$ cat src/rtl/sda_cond_pkg.sv
`timescale 1ns/1ps
package sda_cond_pkg;
  // Width of the hold delay code in the control word
  localparam int unsigned CODE_W = 2;

  typedef struct packed {
    logic              filt_en;
    logic [CODE_W-1:0] step;
  } line_cfg_t;
endpackage

$ cat src/rtl/sda_line_filter.sv
`timescale 1ns/1ps
// Synchronizer plus optional run-length glitch filter for one input line.
module sda_line_filter #(
  parameter int unsigned SYNC_STAGES = 2,
  parameter int unsigned FILT_LEN    = 3
) (
  input  logic clk_i,
  input  logic rst_ni,
  input  logic en_i,
  input  logic pin_i,
  output logic line_o
);
  localparam int unsigned RUN_W = (FILT_LEN > 2) ? $clog2(FILT_LEN) : 1;
  localparam logic [RUN_W-1:0] RUN_LAST = RUN_W'(FILT_LEN - 1);

  logic [SYNC_STAGES-1:0] sync_q;
  logic                   synced;
  logic                   filt_q, filt_d;
  logic [RUN_W-1:0]       run_q, run_d;

  assign synced = sync_q[SYNC_STAGES-1];

  always_comb begin
    filt_d = filt_q;
    run_d  = run_q;
    if (!en_i) begin
      filt_d = synced;
      run_d  = '0;
    end else if (synced == filt_q) begin
      run_d = '0;
    end else if (run_q == RUN_LAST) begin
      filt_d = synced;
      run_d  = '0;
    end else begin
      run_d = run_q + RUN_W'(1);
    end
  end

  always_ff @(posedge clk_i or negedge rst_ni) begin
    if (!rst_ni) begin
      sync_q <= '1;
      filt_q <= 1'b1;
      run_q  <= '0;
    end else begin
      sync_q <= {sync_q[SYNC_STAGES-2:0], pin_i};
      filt_q <= filt_d;
      run_q  <= run_d;
    end
  end

  assign line_o = en_i ? filt_q : synced;
endmodule

$ cat src/rtl/sda_hold_delay.sv
`timescale 1ns/1ps
// Holds the SDA output after an SCL fall for step*STEP_CLKS clocks.
module sda_hold_delay #(
  parameter int unsigned STEP_CLKS = 5,
  parameter int unsigned CODE_W    = 2,
  parameter int unsigned CNT_W     = 4
) (
  input  logic              clk_i,
  input  logic              rst_ni,
  input  logic [CODE_W-1:0] step_i,
  input  logic              req_i,
  input  logic              scl_i,
  output logic              oe_o,
  output logic              hold_o,
  output logic [CNT_W-1:0]  cnt_o,
  output logic [CNT_W-1:0]  lim_o
);
  logic             scl_q;
  logic             scl_fall;
  logic [CNT_W-1:0] lim_c;
  logic             hold_q, hold_d;
  logic [CNT_W-1:0] cnt_q, cnt_d;
  logic             oe_q, oe_d;

  assign lim_c    = CNT_W'(step_i) * CNT_W'(STEP_CLKS);
  assign scl_fall = scl_q & ~scl_i;

  always_comb begin
    hold_d = hold_q;
    cnt_d  = cnt_q;
    oe_d   = oe_q;
    if (hold_q) begin
      // window closes on count reached or an early SCL rise
      if (scl_i || (cnt_q >= lim_c)) begin
        hold_d = 1'b0;
        cnt_d  = '0;
        oe_d   = req_i;
      end else begin
        cnt_d = cnt_q + CNT_W'(1);
      end
    end else if (scl_fall && (lim_c != '0)) begin
      hold_d = 1'b1;
      cnt_d  = CNT_W'(1);
    end else begin
      oe_d = req_i;
    end
  end

  always_ff @(posedge clk_i or negedge rst_ni) begin
    if (!rst_ni) begin
      scl_q  <= 1'b1;
      hold_q <= 1'b0;
      cnt_q  <= '0;
      oe_q   <= 1'b0;
    end else begin
      scl_q  <= scl_i;
      hold_q <= hold_d;
      cnt_q  <= cnt_d;
      oe_q   <= oe_d;
    end
  end

  assign oe_o   = oe_q;
  assign hold_o = hold_q;
  assign cnt_o  = cnt_q;
  assign lim_o  = lim_c;
endmodule

$ cat src/rtl/sda_hold_conditioner.sv
`timescale 1ns/1ps
module sda_hold_conditioner
  import sda_cond_pkg::*;
#(
  parameter int unsigned STEP_CLKS   = 5,
  parameter int unsigned SYNC_STAGES = 2,
  parameter int unsigned FILT_LEN    = 3
) (
  input  logic            clk_i,
  input  logic            rst_ni,
  input  logic            cfg_wr_i,
  input  logic [CODE_W:0] cfg_data_i,
  input  logic            sda_oe_req_i,
  input  logic            scl_i,
  input  logic            sda_pin_i,
  input  logic            scl_pin_i,
  output logic            sda_oe_o,
  output logic            sda_filt_o,
  output logic            scl_filt_o
);
  localparam int unsigned MAX_DLY = ((2 ** CODE_W) - 1) * STEP_CLKS;
  localparam int unsigned CNT_W   = $clog2(MAX_DLY + 1);
  localparam int unsigned LINES   = 2;

  line_cfg_t        cfg_q, cfg_d;
  logic             hold_act;
  logic [CNT_W-1:0] hold_cnt;
  logic [CNT_W-1:0] hold_lim;
  logic [LINES-1:0] pin_v;
  logic [LINES-1:0] line_v;

  always_comb begin
    cfg_d = cfg_q;
    if (cfg_wr_i) cfg_d = line_cfg_t'(cfg_data_i);
  end

  always_ff @(posedge clk_i or negedge rst_ni) begin
    if (!rst_ni) cfg_q <= '0;
    else         cfg_q <= cfg_d;
  end

  sda_hold_delay #(
    .STEP_CLKS (STEP_CLKS),
    .CODE_W    (CODE_W),
    .CNT_W     (CNT_W)
  ) u_hold (
    .clk_i  (clk_i),
    .rst_ni (rst_ni),
    .step_i (cfg_q.step),
    .req_i  (sda_oe_req_i),
    .scl_i  (scl_i),
    .oe_o   (sda_oe_o),
    .hold_o (hold_act),
    .cnt_o  (hold_cnt),
    .lim_o  (hold_lim)
  );

  assign pin_v = {scl_pin_i, sda_pin_i};

  for (genvar g = 0; g < LINES; g++) begin : g_line
    sda_line_filter #(
      .SYNC_STAGES (SYNC_STAGES),
      .FILT_LEN    (FILT_LEN)
    ) u_line (
      .clk_i  (clk_i),
      .rst_ni (rst_ni),
      .en_i   (cfg_q.filt_en),
      .pin_i  (pin_v[g]),
      .line_o (line_v[g])
    );
  end

  assign sda_filt_o = line_v[0];
  assign scl_filt_o = line_v[1];
endmodule

$ cat config.mk
export PLATFORM = sky130hd
export DESIGN_NAME = sda_hold_conditioner
export DESIGN_NICKNAME = d
export VERILOG_FILES = /design/src/rtl/sda_cond_pkg.sv /design/src/rtl/sda_line_filter.sv /design/src/rtl/sda_hold_delay.sv /design/src/rtl/sda_hold_conditioner.sv
export SDC_FILE = /design/constraint.sdc
export NUM_CORES = 1
export LEC_CHECK = 0
export ABC_AREA = 1
export BUFFER_PORTS_ARGS = -buffer_cell sky130_fd_sc_hd__clkbuf_2
export CAP_MARGIN = 20
export CORE_UTILIZATION = 50
export CTS_CLUSTER_SIZE = 20
export DETAILED_ROUTE_END_ITERATION = 16
export HOLD_SLACK_MARGIN = 0.08
export PLACE_DENSITY_LB_ADDON = 0.3
export SLEW_MARGIN = 20
export SYNTH_ARGS = -nofsm -noshare
export SYNTH_HDL_FRONTEND = slang
export SYNTH_SLANG_ARGS = --single-unit
$ cat constraint.sdc
create_clock -name clk_i -period 1.8 [get_ports clk_i]
set_input_delay 0 -clock clk_i [delete_from_list [all_inputs] [get_ports clk_i]]
set_output_delay 0 -clock clk_i [all_outputs]
set_load 0.02 [all_outputs]
==> results of run 1 <==
==> power by group through the flow <==
stage          registers, mW  clock network, mW  logic (mW)
6_report               0.558              0.367       0.277
5_1_grt                0.566              0.384       0.315
4_1_cts                0.558              0.375       0.278
3_5_place_dp           0.567                  0       0.247
3_3_place_gp           0.563                  0       0.234
2_1_floorplan          0.558                  0       0.180
==> cells by family (layout without fill, tap and decap cells) <==
group                      Yosys count  after routing
buffers and inverters               17             47
and+or+nand+nor                     36             36
DFF                                 20             20
xor gates and xnor gates             4              4
AOI/OAI and AO/OA                   13             13
adders and majority gates            5              5
muxes                                1              1
==> path summary, 6_finish.rpt <==
path | startpoint | end | slack [ns]
max | cfg_data_i[2] | cfg_q[2]$_DFFE_PN0P_ | 0.13
min | rst_ni | cfg_q[0]$_DFFE_PN0P_ | 0.18
max reg2reg | u_hold.cnt_o[0]$_DFFE_PN0P_ | u_hold.oe_o$_DFFE_PN0P_ | 0.42
min reg2reg | g_line[1].u_line.sync_q[0]$_DFF_PN1_ | g_line[1].u_line.sync_q[1]$_DFF_PN1_ | 0.36
max in group asynchronous | rst_ni | g_line[0].u_line.sync_q[1]$_DFF_PN1_ | 1.26
min in group clk_i | scl_pin_i | g_line[1].u_line.sync_q[0]$_DFF_PN1_ | 0.32
==> routing by layer <==
metal | track usage, % | share of wire, % | up-vias
met2 | 38.6 | 52 | 24
met3 | 3.60 | 4.2 | 7
li1 | - | - | 366
met1 | 23.8 | 43 | 337
met5 | 0 | 0 | -
met4 | 9.09 | 1.8 | 0
==> synthesized netlist by cell type (all sizes together) <==
master / number / area, µm²
mux2i: 1 / 10.0
nor2: 2 / 7.51
xor2: 1 / 8.76
a21oi: 1 / 5.00
nand2: 22 / 92.6
xnor2: 3 / 26.3
inv: 17 / 63.8
o21ai: 12 / 60.1
nand3: 8 / 57.6
nor3: 1 / 5.00
dfstp: 7 / 184
nor3b: 1 / 7.51
nand4: 1 / 6.26
dfrtp: 13 / 325
nor4: 1 / 6.26
ha: 5 / 62.6
==> layout make-up <==
cell class              instances  share of cell area (%)
clock buffers                   3                    1.86
clock inverters                 1                    2.48
repair buffers                 26                    16.5
well taps                      25                    2.58
inverters                      17                    5.26
flip-flops and latches         20                    42.0
multi-input cells              59                    29.3
==> through the flow <==
stage / power [mW] / setup WS (ns) / utilization, % / cells
5_1_grt: 1.27 / 0.0624 / 70.2 / 151
4_1_cts: 1.21 / 0.155 / 70.2 / 151
3_5_place_dp: 0.813 / 0.437 / 59.1 / 133
3_3_place_gp: 0.796 / 0.482 / 59.1 / 133
6_report: 1.20 / 0.134 / 70.2 / 151
2_1_floorplan: 0.738 / 0.557 / - / 96
==> flip-flops by register name, indices dropped and copies added, names as in the netlist <==
register              flops
cfg_q                     3
g_line.u_line.filt_q      2
g_line.u_line.run_q       4
g_line.u_line.sync_q      4
u_hold.cnt_o              4
u_hold.hold_o             1
u_hold.oe_o               1
u_hold.scl_q              1
==> results.sh, run 1 <==
export IMPL_maxCapViolCount=0
export IMPL_setup_tns_final_ns=0
export IMPL_die_area_um2=2030
export IMPL_rows=15
export IMPL_finalInstanceArea_um2=1210
export IMPL_synth_simple_area_share_pct=19.7
export IMPL_p_int_mw=0.855
export IMPL_worst_clock_skew_ns=0.00316
export IMPL_status="finished clean"
export IMPL_arrival_ns=1.87
export IMPL_worstMarginPinSlew_ns=0.496
export IMPL_antenna_found_initial=0
export IMPL_drt_antenna_violating_nets=0
export IMPL_cp_start_kind="input port"
export IMPL_nFillCells=150
export IMPL_path_delay_family="buffers and inverters"
export IMPL_ys_warn_count=0
export IMPL_hold_viol_final=0
export IMPL_path_depth=6
export IMPL_dp_hpwl_um=1250
export IMPL_p_leak_nw=0.603
export IMPL_synth_xor_area_share_pct=3.77
export IMPL_whs_ns=0.180
export IMPL_cts_sinks=20
export IMPL_syn_to_final_growth_pct=30.6
export IMPL_hold_buffers=14
export IMPL_post_cts_buffers=0
export IMPL_track_usage_pct=21.1
export IMPL_synth_compound_area_share_pct=7.01
export IMPL_drc=0
export IMPL_clockBufferDepth=2
export IMPL_fin_crit_ns=1.67
export IMPL_final_cell_mix="nand2_1 (18), inv_1 (16), dlygate4sd3_1 (14)"
export IMPL_final_max_slew_viol_count=0
export IMPL_routabilityCongestion=0.867
export IMPL_core_area_um2=1730
export IMPL_cts_clk_slew_worst_paths_ns=0.11
export IMPL_nNetsFinal=142
export IMPL_routed_wl_um=1880
export IMPL_path_common_cell="dlygate4sd3_1"
export IMPL_place_area_um2=1020
export IMPL_initial_core_util_pct=53.8
export IMPL_crit_required_ns=2.00
export IMPL_reg2reg_depth=10
export IMPL_grt_overflow_total=0
export IMPL_combPwrFrac_pct=23.0
export IMPL_syn_mean_instance_area_um2=9.67
export IMPL_grt_pass1_vias=703
export IMPL_p_sw_share_pct=28.9
export IMPL_ys_ff_latch=20
export IMPL_grt_max_degree=21
export IMPL_crit_buf_inv=4
export IMPL_via_count=734
export IMPL_p_sw_mw=0.347
export IMPL_critPathKind="input port to flop"
export IMPL_numCtsBuffers=3
export IMPL_ys_types=21
export IMPL_critPathMaxFanout=1
export IMPL_seqCellArea_um2=509
export IMPL_rsz0062_at_grt="false"
export IMPL_n_antenna_cell=0
export IMPL_root_buffer="clkbuf_4"
export IMPL_ys_seq_area_share_pct=54.9
export IMPL_synth_top_family_by_area="simple AND/OR/NAND/NOR gates"
export IMPL_dieHeight_um=45.1
export IMPL_firstDrtPassIters=4
export IMPL_cts_resized=0
export IMPL_die_w_um=45.1
export IMPL_final_common_cell="nand2_1"
export IMPL_cts_tree="yes"
export IMPL_cp_end_kind="flop"
export IMPL_pwr_share_seq_pct=46.4
export IMPL_drt_iter0_drc=15
export IMPL_layout_drive_gt1_share_pct=23.8
export IMPL_max_stage_delay_ns=0.55
export IMPL_power_density_nw_per_um2=991
export IMPL_io_buffers=12
export IMPL_synth_nets=111
export IMPL_multi_input_area_um2=355
export IMPL_grt_pass1_wl_um=2970
export IMPL_p_clk_share_pct=30.5
export IMPL_vias_per_cell=4.86
export IMPL_crit_slowest_cell="dlygate4sd3_1"
export IMPL_cts_max_level=1
export IMPL_period_share_pct=92.6
export IMPL_peakVddDrop_uv=810
export IMPL_syn_area_um2=928
export IMPL_clock_latency_ns=0.31
export IMPL_setup_viol=0
export IMPL_hold_class="input port to asynchronous set/reset pin"
export IMPL_synth_mux_area_share_pct=1.08
export IMPL_synthAdderAreaFrac_pct=6.74
export IMPL_wl_per_cell_um=12.4
export IMPL_synth_cells=96
export IMPL_max_slew_margin_rel_pct=66.9
export IMPL_crit_path_cell_trace="dlygate4sd3_1 -> clkbuf_2 -> nand2_1 -> dlygate4sd3_1 -> o21ai_0 -> dlygate4sd3_1"
export IMPL_ios=13
export IMPL_fmax_mhz=600
Note: power is estimated with default switching activity, not from simulation.
==> run 2: changes to the inputs <==
--- a/config.mk
+++ b/config.mk
@@ -8,7 +8,7 @@
 export ABC_AREA = 1
 export BUFFER_PORTS_ARGS = -buffer_cell sky130_fd_sc_hd__clkbuf_2
 export CAP_MARGIN = 20
-export CORE_UTILIZATION = 50
+export CORE_UTILIZATION = 49
 export CTS_CLUSTER_SIZE = 20
 export DETAILED_ROUTE_END_ITERATION = 16
 export HOLD_SLACK_MARGIN = 0.08
==> constraint.sdc (replaced) <==
create_clock -name clk_i -period 1.4 [get_ports clk_i]
set_input_delay 0 -clock clk_i [delete_from_list [all_inputs] [get_ports clk_i]]
set_output_delay 0 -clock clk_i [all_outputs]
set_load 0.02 [all_outputs]
==> run 2 against run 1 <==
Against the previous run:
- sequential power increased by 28%
- clock skew up 0.0045 ns
- non-clock buffer count did not move
- sequential cell count stayed put
- power is 22% higher
- largest cell class unchanged
- first-iteration DRC count is 33% lower
- clock power is 11% lower
- cell area shrank 0.72%
==> results.sh, run 2 (synthesis gave the netlist of run 1 again) <==
export IMPL_rsz0062_at_grt="true"
export IMPL_cts_clk_slew_worst_paths_ns=0.11
export IMPL_n_antenna_cell=0
export IMPL_syn_to_final_growth_pct=29.6
export IMPL_cts_sinks=20
export IMPL_routed_wl_um=1670
export IMPL_crit_required_ns=1.59
export IMPL_drc=0
export IMPL_p_leak_nw=0.591
export IMPL_routabilityCongestion=0.822
export IMPL_layout_drive_gt1_share_pct=30.2
export IMPL_ios=13
export IMPL_period_share_pct=94.6
export IMPL_final_max_slew_viol_count=0
export IMPL_max_slew_margin_rel_pct=68.3
export IMPL_dp_hpwl_um=1170
export IMPL_worst_clock_skew_ns=0.00762
export IMPL_crit_path_cell_trace="ha_4 -> inv_2 -> nand2_1 -> nand2_1 -> nand2_2 -> nand2_2 -> nand3_4 -> nand2_2 -> nand2_1 -> nand2_1"
export IMPL_finalInstanceArea_um2=1200
export IMPL_cp_end_kind="flop"
export IMPL_root_buffer="clkbuf_4"
export IMPL_crit_slowest_cell="dfrtp_1"
export IMPL_peakVddDrop_uv=726
export IMPL_drt_iter0_drc=10
export IMPL_io_buffers=12
export IMPL_rows=15
export IMPL_clock_latency_ns=0.30
export IMPL_status="finished clean"
export IMPL_cts_max_level=1
export IMPL_setup_tns_final_ns=0
export IMPL_core_area_um2=1750
export IMPL_vias_per_cell=4.85
export IMPL_path_common_cell="nand2_1"
export IMPL_firstDrtPassIters=4
export IMPL_cp_start_kind="flop"
export IMPL_dieHeight_um=45.5
export IMPL_final_common_cell="nand2_1"
export IMPL_grt_overflow_total=0
export IMPL_grt_max_degree=21
export IMPL_die_area_um2=2070
export IMPL_post_route_util_pct=69.0
export IMPL_initial_core_util_pct=53.2
export IMPL_power_mw=1.47
export IMPL_nNetsFinal=142
export IMPL_wl_per_cell_um=11.0
export IMPL_critPathKind="flop to flop"
export IMPL_hold_class="input port to asynchronous set/reset pin"
export IMPL_maxCapViolCount=0
export IMPL_track_usage_pct=19.9
export IMPL_setup_ws_ns=0.0755
export IMPL_power_density_nw_per_um2=1220
export IMPL_grt_pass1_vias=705
export IMPL_die_w_um=45.5
export IMPL_clockBufferDepth=2
export IMPL_max_stage_delay_ns=0.43
export IMPL_drt_antenna_violating_nets=0
export IMPL_path_delay_family="simple AND/OR/NAND/NOR gates"
export IMPL_numCtsBuffers=3
export IMPL_grt_pass1_wl_um=2880
export IMPL_critPathMaxFanout=5
export IMPL_via_count=733
export IMPL_arrival_ns=1.52
export IMPL_antenna_found_initial=0
export IMPL_place_area_um2=1020
export IMPL_fmax_mhz=755
export IMPL_cts_tree="yes"
export IMPL_fin_crit_ns=1.32
export IMPL_final_cell_mix="nand2_1 (18), dfrtp_1 (13), dlygate4sd3_1 (12), clkbuf_2 (12), inv_1 (11)"
export IMPL_worstMarginPinSlew_ns=0.475
export IMPL_setup_viol=0
export IMPL_hold_viol_final=0
export IMPL_post_place_ws_ns=0.0361
export IMPL_crit_buf_inv=1
-- run 2: layout make-up --
cell class / count / area, µm²
clock buffer: 4 / 36.3
sequential: 20 / 509
tap: 25 / 31.3
multi-input combinational: 59 / 368
fill: 133 / 542
timing repair buffer: 26 / 195
inverter: 17 / 63.8
-- run 2: report_power, final --
part           switching [mW]  internal (mW)  total (mW)
clock                   0.167          0.158       0.325
sequential             0.0587          0.657       0.715
combinational           0.228          0.197       0.425
total                   0.453           1.01        1.47
-- run 2: path summary, 6_finish.rpt --
path	start	endpoint	slack (ns)	depth (start not counted)
setup / recovery	cfg_q[0]$_DFFE_PN0P_	u_hold.oe_o$_DFFE_PN0P_	0.08	10
hold / removal	rst_ni	cfg_q[2]$_DFFE_PN0P_	0.18	2
setup reg to reg	cfg_q[0]$_DFFE_PN0P_	u_hold.oe_o$_DFFE_PN0P_	0.08	10
hold reg to reg	g_line[1].u_line.sync_q[0]$_DFF_PN1_	g_line[1].u_line.sync_q[1]$_DFF_PN1_	0.36	0
max in group asynchronous	rst_ni	g_line[1].u_line.sync_q[0]$_DFF_PN1_	0.86	2
min in group clk_i	sda_pin_i	g_line[0].u_line.sync_q[0]$_DFF_PN1_	0.33	2
-- run 2: stage by stage --
stage,cells,hold WS (ns)
5_1_grt,151,0.222
2_1_floorplan,96,-0.296
6_report,151,0.182
3_3_place_gp,133,-0.0262
4_1_cts,149,0.189
3_5_place_dp,133,-0.0227
-- run 2: worst register-to-register path: cells and delay by family, from the launching register on --
kind	cells	cell delay [ns]
flops	1	0.43
fa+ha+maj	1	0.28
buf+inv	1	0.02
simple gates	8	0.49
-- run 2: timing repair --
item	CTS	global route
hold buffers	12	0
resized for setup	0	6
buffers inserted	0	2
endpoints found under the setup margin	0	6
hold endpoints to repair	27	0
-- run 2: routing by layer --
layer	vias up	track usage [%]	share of wire [%]
met5	-	0	0
met4	0	7.27	2.0
met3	5	3.57	1.9
met2	12	36.0	51
met1	347	23.3	45
li1	369	-	-
==> run 3: changes to the inputs <==
--- a/config.mk
+++ b/config.mk
@@ -13,7 +13,8 @@
 export DETAILED_ROUTE_END_ITERATION = 16
 export HOLD_SLACK_MARGIN = 0.08
 export PLACE_DENSITY_LB_ADDON = 0.3
-export SLEW_MARGIN = 20
+export SKIP_LAST_GASP = 1
+export SLEW_MARGIN = 30
 export SYNTH_ARGS = -nofsm -noshare
 export SYNTH_HDL_FRONTEND = slang
 export SYNTH_SLANG_ARGS = --single-unit
==> constraint.sdc (replaced) <==
create_clock -name clk_i -period 1.4 [get_ports clk_i]
set_input_delay 0 -clock clk_i [delete_from_list [all_inputs] [get_ports clk_i]]
set_output_delay 0 -clock clk_i [all_outputs]
set_load 0.005 [all_outputs]
==> run 3 against run 2 <==
Against the previous run:
- die area stayed put
- global-route usage unchanged
- via count is 0.82% lower
- non-clock buffer count unchanged
- sequential power is essentially flat
- largest power group unchanged
- sequential cell count stayed put
- cell area unchanged
- clock skew is 0.0021 ns higher
- maximum frequency is 0.32% lower
- sequential share of layout area unchanged
==> results.sh, run 3 (synthesis gave the netlist of run 1 again) <==
export IMPL_status="finished clean"
export IMPL_firstDrtPassIters=4
export IMPL_timing_rr_end="u_hold.oe_o$_DFFE_PN0P_"
export IMPL_track_usage_pct=19.9
export IMPL_wl_per_cell_um=11.1
export IMPL_io_buffers=12
export IMPL_multi_input_area_um2=368
export IMPL_dieHeight_um=45.5
export IMPL_crit_required_ns=1.59
export IMPL_grt_overflow_total=0
export IMPL_cp_start_kind="flop"
export IMPL_fin_crit_ns=1.33
export IMPL_critPathMaxFanout=5
export IMPL_maxCapViolCount=0
export IMPL_routed_wl_um=1670
export IMPL_path_common_cell="nand2_1"
export IMPL_rsz0062_at_grt="true"
export IMPL_max_slew_margin_rel_pct=68.3
export IMPL_cts_sinks=20
export IMPL_peakVddDrop_uv=721
export IMPL_nFillCells=133
export IMPL_antenna_found_initial=0
export IMPL_hold_class="input port to asynchronous set/reset pin"
export IMPL_seqCellArea_um2=509
export IMPL_final_cell_mix="nand2_1 (18), dfrtp_1 (13), inv_1 (12), dlygate4sd3_1 (12), clkbuf_2 (12)"
export IMPL_power_density_nw_per_um2=1200
export IMPL_drt_antenna_violating_nets=0
export IMPL_cts_max_level=1
export IMPL_grt_pass1_vias=705
export IMPL_nNetsFinal=142
export IMPL_setup_ws_ns=0.0712
export IMPL_final_common_cell="nand2_1"
export IMPL_drc=0
export IMPL_reg2reg_depth=10
export IMPL_initial_core_util_pct=53.2
export IMPL_post_place_ws_ns=0.0361
export IMPL_crit_slowest_cell="dfrtp_1"
export IMPL_die_w_um=45.5
export IMPL_cts_tree="yes"
export IMPL_numCtsBuffers=3
export IMPL_layout_drive_gt1_share_pct=29.4
export IMPL_syn_to_final_growth_pct=29.6
export IMPL_routabilityCongestion=0.822
export IMPL_final_max_slew_viol_count=0
export IMPL_cts_clk_slew_worst_paths_ns=0.11
export IMPL_via_count=727
export IMPL_r2r_start="cfg_q[0]$_DFFE_PN0P_"
export IMPL_n_antenna_cell=0
export IMPL_r2r_setup_slack_ns=0.07
export IMPL_worstMarginPinSlew_ns=0.475
export IMPL_core_area_um2=1750
export IMPL_clock_latency_ns=0.30
export IMPL_place_area_um2=1020
export IMPL_root_buffer="clkbuf_4"
export IMPL_ios=13
export IMPL_grt_max_degree=21
export IMPL_setup_viol=0
export IMPL_hold_viol_final=0
export IMPL_die_area_um2=2070
export IMPL_period_share_pct=94.9
export IMPL_cp_end_kind="flop"
export IMPL_max_stage_delay_ns=0.44
export IMPL_setup_tns_final_ns=0
export IMPL_rows=15
export IMPL_critPathKind="flop to flop"
export IMPL_fmax_mhz=753
export IMPL_clockBufferDepth=2
export IMPL_crit_path_cell_trace="ha_4 -> inv_1 -> nand2_1 -> nand2_1 -> nand2_2 -> nand2_2 -> nand3_4 -> nand2_2 -> nand2_1 -> nand2_1"
export IMPL_finalInstanceArea_um2=1200
export IMPL_arrival_ns=1.52
export IMPL_worst_clock_skew_ns=0.00973
export IMPL_drt_iter0_drc=10
export IMPL_vias_per_cell=4.81
export IMPL_dp_hpwl_um=1170
export IMPL_p_leak_nw=0.592
export IMPL_grt_pass1_wl_um=2880
export IMPL_post_route_util_pct=69.0
## run 3: cell counts in the layout (fill, tap and decap cells not counted)
Identical to the previous run, type by type.
## run 3: metal layers
metal  track usage (%)  routed length [µm]
met1              23.3                 762
met2              36.0                 850
met3              3.57                  25
met4              7.27                  34
met5                 0                   0
## run 3: layout make-up
cell class,count,area share (%)
timing repair buffer,26,16.2
sequential,20,42.3
inverter,17,5.30
clock buffer,4,3.01
tap,25,2.60
multi-input combinational,59,30.6
## run 3: power breakdown
part	internal, mW	total, mW	switching [mW]	leakage [nW]
combinational	0.191	0.403	0.211	0.328
sequential	0.657	0.715	0.0586	0.243
clock	0.159	0.327	0.169	0.0210
## run 3: worst max-delay path by stage
stage                                      startpoint                 endpoint  slack [ns]  depth (start not counted)
after floorplan           u_hold.cnt_o[0]$_DFFE_PN0P_  u_hold.oe_o$_DFFE_PN0P_        0.16                         10
after global placement    u_hold.cnt_o[0]$_DFFE_PN0P_  u_hold.oe_o$_DFFE_PN0P_        0.09                         10
after detailed placement  u_hold.cnt_o[0]$_DFFE_PN0P_  u_hold.oe_o$_DFFE_PN0P_        0.04                         10
after CTS                 u_hold.cnt_o[0]$_DFFE_PN0P_  u_hold.oe_o$_DFFE_PN0P_        0.02                         11
after global routing             cfg_q[0]$_DFFE_PN0P_  u_hold.oe_o$_DFFE_PN0P_       -0.03                         10
final                            cfg_q[0]$_DFFE_PN0P_  u_hold.oe_o$_DFFE_PN0P_        0.07                         10
## run 3: worst max-delay path: cells and delay by family, from the launching register on
| kind | cells | cell delay (ns) |
|---|---|---|
| DFF | 1 | 0.44 |
| and+or+nand+nor | 8 | 0.48 |
| adders and majority gates | 1 | 0.27 |
| buffers and inverters | 1 | 0.03 |
## run 3: repair_timing
item / 4_1_cts / 5_1_grt
setup endpoints to repair: 0 / 6
hold buffers: 12 / 0
gates resized for setup: 0 / 5
setup buffers: 0 / 2
endpoints found under the hold margin: 27 / 0
## run 3: stage by stage
step / hold WS [ns] / total power [mW] / instances
2_1_floorplan: -0.296 / 0.935 / 96
3_3_place_gp: -0.0262 / 1.01 / 133
3_5_place_dp: -0.0227 / 1.03 / 133
4_1_cts: 0.189 / 1.39 / 149
5_1_grt: 0.222 / 1.54 / 151
6_report: 0.180 / 1.45 / 151
